`config.mk`:
```
export PLATFORM = sky130hd
export DESIGN_NAME = msi_vec_agg
export DESIGN_NICKNAME = d
export VERILOG_FILES = /design/src/rtl/msi_agg_pkg.sv /design/src/rtl/msi_vec_capture.sv /design/src/rtl/msi_regfile.sv /design/src/rtl/msi_line_ctrl.sv /design/src/rtl/msi_vec_agg.sv
export SDC_FILE = /design/constraint.sdc
export NUM_CORES = 1
export LEC_CHECK = 0
export ABC_AREA = 1
export CAP_MARGIN = 20
export CORE_MARGIN = 2
export CORE_UTILIZATION = 54
export CTS_CLUSTER_SIZE = 8
export DETAILED_ROUTE_END_ITERATION = 12
export PLACE_DENSITY = 0.86
export SLEW_MARGIN = 20
export SYNTH_ARGS = -nofsm -noshare
export SYNTH_HDL_FRONTEND = slang
export SYNTH_SLANG_ARGS = --single-unit
```
`constraint.sdc`:
```
create_clock -name clk -period 5.96 [get_ports clk]
set_clock_uncertainty 0.15 [all_clocks]
set_input_delay 1.49 -clock clk [delete_from_list [all_inputs] [get_ports clk]]
set_output_delay 1.49 -clock clk [all_outputs]
set_load 0.01 [all_outputs]
```
`src/rtl/msi_agg_pkg.sv`:
```
package msi_agg_pkg;
  localparam int NREG   = 8;
  localparam int NBIT   = 4;
  localparam int NVEC   = NREG * NBIT;
  localparam int IDXW   = $clog2(NREG);
  localparam int BITW   = $clog2(NBIT);
  localparam int AW     = 12;
  localparam int DW     = 32;
  localparam int STRIDE_SH = 4;
  localparam int EOI_LINE_BASE = 4;
  localparam logic [AW-1:0] WIN_BASE = 12'h100;
  localparam logic [AW-1:0] WIN_END  = WIN_BASE + AW'(NREG << STRIDE_SH);
  localparam logic [AW-1:0] EOI_ADDR = 12'h050;

  typedef enum logic [1:0] {K_NONE, K_STAT, K_ENSET, K_ENCLR} reg_kind_e;

  typedef struct packed {
    reg_kind_e       kind;
    logic [IDXW-1:0] idx;
  } reg_sel_t;

  function automatic logic vec_in_range(input logic [DW-1:0] v);
    return v < DW'(NVEC);
  endfunction

  function automatic logic [IDXW-1:0] vec_reg(input logic [DW-1:0] v);
    return v[IDXW-1:0];
  endfunction

  function automatic logic [BITW-1:0] vec_bit(input logic [DW-1:0] v);
    return v[IDXW +: BITW];
  endfunction

  function automatic reg_sel_t decode_addr(input logic [AW-1:0] a);
    reg_sel_t s;
    logic [AW-1:0] off;
    s.kind = K_NONE;
    s.idx  = '0;
    off    = a - WIN_BASE;
    if (a >= WIN_BASE && a < WIN_END) begin
      s.idx = off[STRIDE_SH +: IDXW];
      case (off[STRIDE_SH-1:0])
        4'h4:    s.kind = K_STAT;
        4'h8:    s.kind = K_ENSET;
        4'hC:    s.kind = K_ENCLR;
        default: s.kind = K_NONE;
      endcase
    end
    return s;
  endfunction
endpackage

```
`src/rtl/msi_vec_capture.sv`:
```
module msi_vec_capture
  import msi_agg_pkg::*;
(
  input  logic                      clk,
  input  logic                      rst_n,
  input  logic                      msi_valid,
  input  logic [DW-1:0]             msi_data,
  output logic [NREG-1:0][NBIT-1:0] set_mask,
  output logic                      ovf_flag
);
  logic in_range;
  logic bad_vec;

  assign in_range = vec_in_range(msi_data);
  assign bad_vec  = msi_valid && !in_range;

  always_comb begin
    set_mask = '0;
    if (msi_valid && in_range)
      set_mask[vec_reg(msi_data)][vec_bit(msi_data)] = 1'b1;
  end

  always_ff @(posedge clk) begin
    if (!rst_n)       ovf_flag <= 1'b0;
    else if (bad_vec) ovf_flag <= 1'b1;
  end

  assert_big_ignored_R9: assert property (@(posedge clk) disable iff (!rst_n)
    bad_vec |-> ($countones(set_mask) == 0));
  assert_single_set_R2: assert property (@(posedge clk) disable iff (!rst_n)
    $onehot0(set_mask));
  assert_ovf_sticky_R9: assert property (@(posedge clk) disable iff (!rst_n)
    ovf_flag |=> ovf_flag);
endmodule

```
`src/rtl/msi_regfile.sv`:
```
module msi_regfile
  import msi_agg_pkg::*;
(
  input  logic                      clk,
  input  logic                      rst_n,
  input  logic [NREG-1:0][NBIT-1:0] set_mask,
  input  logic                      reg_wr,
  input  logic                      reg_rd,
  input  logic [AW-1:0]             reg_addr,
  input  logic [DW-1:0]             reg_wdata,
  output logic [DW-1:0]             reg_rdata,
  output logic [NREG-1:0]           req_any,
  output logic [NREG-1:0]           eoi_hit
);
  logic [NREG-1:0][NBIT-1:0] pend;
  logic [NREG-1:0][NBIT-1:0] en;
  logic [NREG-1:0][NBIT-1:0] clr_mask;
  logic [NREG-1:0][NBIT-1:0] ens_mask;
  logic [NREG-1:0][NBIT-1:0] enc_mask;
  reg_sel_t                  sel;
  logic                      eoi_wr;

  assign sel    = decode_addr(reg_addr);
  assign eoi_wr = reg_wr && (reg_addr == EOI_ADDR);

  for (genvar n = 0; n < NREG; n++) begin : g_reg
    assign clr_mask[n] = (reg_wr && sel.kind == K_STAT  && sel.idx == IDXW'(n)) ? reg_wdata[NBIT-1:0] : '0;
    assign ens_mask[n] = (reg_wr && sel.kind == K_ENSET && sel.idx == IDXW'(n)) ? reg_wdata[NBIT-1:0] : '0;
    assign enc_mask[n] = (reg_wr && sel.kind == K_ENCLR && sel.idx == IDXW'(n)) ? reg_wdata[NBIT-1:0] : '0;
    assign req_any[n]  = |(pend[n] & en[n]);
    assign eoi_hit[n]  = eoi_wr && (reg_wdata == DW'(n + EOI_LINE_BASE));
  end

  always_ff @(posedge clk) begin
    if (!rst_n) begin
      pend <= '0;
      en   <= '0;
    end else begin
      pend <= (pend & ~clr_mask) | set_mask;
      en   <= (en | ens_mask) & ~enc_mask;
    end
  end

  always_ff @(posedge clk) begin
    if (!rst_n) reg_rdata <= '0;
    else if (reg_rd) begin
      case (sel.kind)
        K_STAT:          reg_rdata <= {{(DW-NBIT){1'b0}}, pend[sel.idx]};
        K_ENSET, K_ENCLR: reg_rdata <= {{(DW-NBIT){1'b0}}, en[sel.idx]};
        default:         reg_rdata <= '0;
      endcase
    end
  end

  assert_set_wins_R8: assert property (@(posedge clk) disable iff (!rst_n)
    (|set_mask) |=> ((pend & $past(set_mask)) == $past(set_mask)));
  assert_w1c_R3: assert property (@(posedge clk) disable iff (!rst_n)
    (|(clr_mask & ~set_mask)) |=> ((pend & $past(clr_mask & ~set_mask)) == '0));
  assert_strobes_apart_R10: assert property (@(posedge clk) disable iff (!rst_n)
    !(reg_wr && reg_rd));
endmodule

```
`src/rtl/msi_line_ctrl.sv`:
```
module msi_line_ctrl (
  input  logic clk,
  input  logic rst_n,
  input  logic req_any,
  input  logic eoi,
  output logic irq_pulse
);
  logic outst;
  logic fire;

  assign fire = req_any && !outst;

  always_ff @(posedge clk) begin
    if (!rst_n) begin
      outst     <= 1'b0;
      irq_pulse <= 1'b0;
    end else begin
      irq_pulse <= fire;
      if (fire)     outst <= 1'b1;
      else if (eoi) outst <= 1'b0;
    end
  end

  assert_one_cycle_R5: assert property (@(posedge clk) disable iff (!rst_n)
    irq_pulse |=> !irq_pulse);
  assert_cause_R5: assert property (@(posedge clk) disable iff (!rst_n)
    irq_pulse |-> $past(req_any));
  assert_hold_R6: assert property (@(posedge clk) disable iff (!rst_n)
    (outst && !eoi) |=> !irq_pulse);
endmodule

```
`src/rtl/msi_vec_agg.sv`:
```
module msi_vec_agg
  import msi_agg_pkg::*;
(
  input  logic            clk,
  input  logic            rst_n,
  input  logic            msi_valid,
  input  logic [DW-1:0]   msi_data,
  input  logic            reg_wr,
  input  logic            reg_rd,
  input  logic [AW-1:0]   reg_addr,
  input  logic [DW-1:0]   reg_wdata,
  output logic [DW-1:0]   reg_rdata,
  output logic [NREG-1:0] irq_line,
  output logic            vec_overflow
);
  logic [NREG-1:0][NBIT-1:0] set_mask;
  logic [NREG-1:0]           req_any;
  logic [NREG-1:0]           eoi_hit;

  msi_vec_capture u_cap (
    .clk(clk), .rst_n(rst_n), .msi_valid(msi_valid), .msi_data(msi_data),
    .set_mask(set_mask), .ovf_flag(vec_overflow)
  );

  msi_regfile u_rf (
    .clk(clk), .rst_n(rst_n), .set_mask(set_mask), .reg_wr(reg_wr),
    .reg_rd(reg_rd), .reg_addr(reg_addr), .reg_wdata(reg_wdata),
    .reg_rdata(reg_rdata), .req_any(req_any), .eoi_hit(eoi_hit)
  );

  for (genvar n = 0; n < NREG; n++) begin : g_line
    msi_line_ctrl u_line (
      .clk(clk), .rst_n(rst_n), .req_any(req_any[n]), .eoi(eoi_hit[n]),
      .irq_pulse(irq_line[n])
    );
  end

  assert_lines_reset_R1: assert property (@(posedge clk)
    !rst_n |=> (irq_line == '0 && !vec_overflow));
endmodule

```
==> flow_summary_export.csv <==
group,metric,value,unit
clock_tree,clockRootBuffer,"clkbuf_8",
grt,grt_max_degree,54,
hold_path,min_from,"u_rf.en[6]",
sta,slew_headroom,36.2,%
clock_tree,cts_resized,0,
sta,setup_slack,1.96,ns
routing,first_iter_violations,696,
sta,fmax,250,MHz
cells_and_area,antennaDiodeCount,0,
cells_and_area,fillCellCount,828,
setup_path,start_kind,"primary input",
floorplan,io-pin-count,122,
grt,grt_pass1_vias,5306,
clock_tree,insertion_delay,0.36,ns
grt,antenna_found_initial,0,
placement,gp_congestion,1.03,
hold_path,min_path_cells,2,
pwr,p_per_area,191,nW/um^2
sta,slew_viol_final,0,
setup_path,crit_arrival,4.07,ns
synthesis,synth_area_leaders,"dfxtp_1 33%, nand2_1 16%, o21ai_0 6.7%",
status,status,"complete, no violations",
setup_path,reg2reg_depth,10,
cells_and_area,drive_gt1_share,5.65,%
pwr,total_power,1.18,mW
setup_path,cpMaxStageDelayCell,"clkdlybuf4s50_1",
setup_path,path_max_fanout,41,
routing,firstDrtPassIters,7,
floorplan,die_x,101,um
clock_tree,path_clk_slew,0.09,ns
cells_and_area,layout_common_cells,"221 x nand2_1, 93 x clkdlybuf4s50_1, 85 x dfxtp_1, 79 x inv_1, 68 x o21ai_0",
sta,fin_crit_sh,67.2,%
sta,worst_pin_slew,0.954,ns
sta,finalHoldViolations,0,
synthesis,synth-seq-cells,85,
floorplan,core-area,9200,um^2
synthesis,synth_cells,796,
sta,layout_min_cycle_time,4.00,ns
pwr,p_leak,2.30,nW
setup_path,r2r_end,"u_rf.reg_rdata[0]",
floorplan,die_area,10300,um^2
pwr,vdd_drop_max,0.125,mV
synthesis,yosysWarnings,0,
clock_tree,cts.hold.buffers_added,0,
placement,dp_hpwl,11800,um
hold_path,hold_end,"u_rf.en[6]",
hold_path,hold_path.class,"reg -> reg",
floorplan,die_y,101,um
synthesis,synth_area,5120,um^2
cells_and_area,area_growth_syn_to_layout,20.2,%
setup_path,critPathKind,"in -> reg",
setup_path,reg2reg_setup_slack,4.59,ns
clock_tree,clk_path_buf_depth,2,
placement,dp_slack,1.66,ns
cells_and_area,nets,943,
grt,grt_usage,31.5,%
job,maxCapViolations,0,
floorplan,rows,35,
synthesis,synth_area_leader_cell,"dfxtp_1",
cells_and_area,layout_commonest_cell,"nand2_1",
setup_path,path_cells,"clkdlybuf4s50_1, nand4_2, buf_4, inv_1, nor2_1, inv_1, nor2_1, nand2_1, o21ai_0, a21oi_1",
routing,drc,0,
synthesis,postSynthAreaPerCell,6.43,um^2
clock_tree,cts_tree,"done",
routing,via_per_inst,5.83,
routing,wl_per_cell,16.5,um
setup_path,slowest_delay,0.91,ns
routing,vias,5706,
clock_tree,numCtsBuffers,9,
grt,grt-ovfl-total,0,
grt,grt_pass1_wl,25400,um
routing,detail-route-antenna-nets,0,
floorplan,initial_core_util,55.6,%
setup_path,crit_path_end_kind,"register",
synthesis,netlist.area_leader.share,33.3,%
setup_path,rr_startpoint,"u_rf.pend[16]",
sta,setup_viol,0,
placement,io_buffers,93,
sta,rsz0062_at_grt,"false",
synthesis,synth_cell_types,32,
setup_path,required,6.03,ns
clock_tree,postCtsSetupRepairBufs,0,
routing,wirelength,16100,um
clock_tree,clock-sinks,85,
sta,tns,0,ns
clock_tree,cts_max_level,3,
synthesis,ys_seq_area_share,33.3,%
==> critical path, delay by kind of cell <==
family,cells,cell delay [ns]
AO/OA/AOI/OAI,2,0.35
buffers and inverters,4,1.50
AND/OR/NAND/NOR,4,0.73
==> synthesized netlist by cell type (all sizes together) <==
cell and count:
a21oi 64, a41o 1, and2 1, buf 45
clkbuf 27, clkinv 1, conb 1, dfxtp 85
inv 83, nand2 223, nand3 30, nand4 36
nor2 62, nor3 20, nor4 17, o21ai 85
o21bai 7, o22ai 7, or2 1
==> cell type report <==
type	count	area (um^2)	share of cell area [%]
Clock buffer	9	124	2.01
Clock inverter	7	98.8	1.61
Inverter	84	315	5.13
Multi-Input combinational cell	582	2790	45.3
Sequential cell	85	1700	27.7
Tap cell	111	139	2.26
Timing Repair Buffer	100	983	16.0
==> power breakdown <==
part | internal (mW) | switching [mW]
sequential | 0.569 | 0.000837
combinational | 0.0634 | 0.0814
clock | 0.237 | 0.225
==> stage by stage <==
step,util (%),hold slack (ns),std cells,area (um^2)
2_1_floorplan,-,0.287,823,5220
3_3_place_gp,64.5,0.302,962,5930
3_5_place_dp,64.5,0.318,962,5930
4_1_cts,66.9,0.329,978,6150
5_1_grt,66.9,0.347,978,6150
6_report,66.9,0.335,978,6150
==> how the worst max path moves through the flow <==
stage | from | endpoint | slack [ns]
3_5_place_dp | reg_addr[4] | u_rf.pend[3] | 1.66
6_report | reg_addr[4] | u_rf.pend[3] | 1.96
5_1_grt | reg_addr[4] | u_rf.pend[19] | 1.73
2_1_floorplan | reg_addr[1] | u_rf.en[18] | 2.97
4_1_cts | reg_addr[4] | u_rf.pend[3] | 2.01
3_3_place_gp | reg_addr[4] | u_rf.pend[0] | 1.78
==> cells by family after synthesis <==
family | after synthesis | synth area share (%)
AOI/OAI and AO/OA | 164 | 16.7
buffers and inverters | 156 | 14.2
DFF | 85 | 33.3
other | 1 | 0.0733
and+or+nand+nor | 390 | 35.8
==> metal layers <==
metal  GRT usage [%]  part of all wire [%]  vias up
met5               0                     0        -
met4            10.8                   2.4        0
met3            5.38                    12       45
met2            52.4                    46      399
met1            41.4                    40     2575
li1                -                     -     2687
==> flip-flops by register name, indices dropped and copies added (netlist names) <==
name,cells
u_rf.reg_rdata,4
u_rf.en,32
g_line.u_line.outst,8
g_line.u_line.irq_pulse,8
u_rf.pend,32
u_cap.ovf_flag,1
No activity file was read; power rests on OpenSTA's default activity.
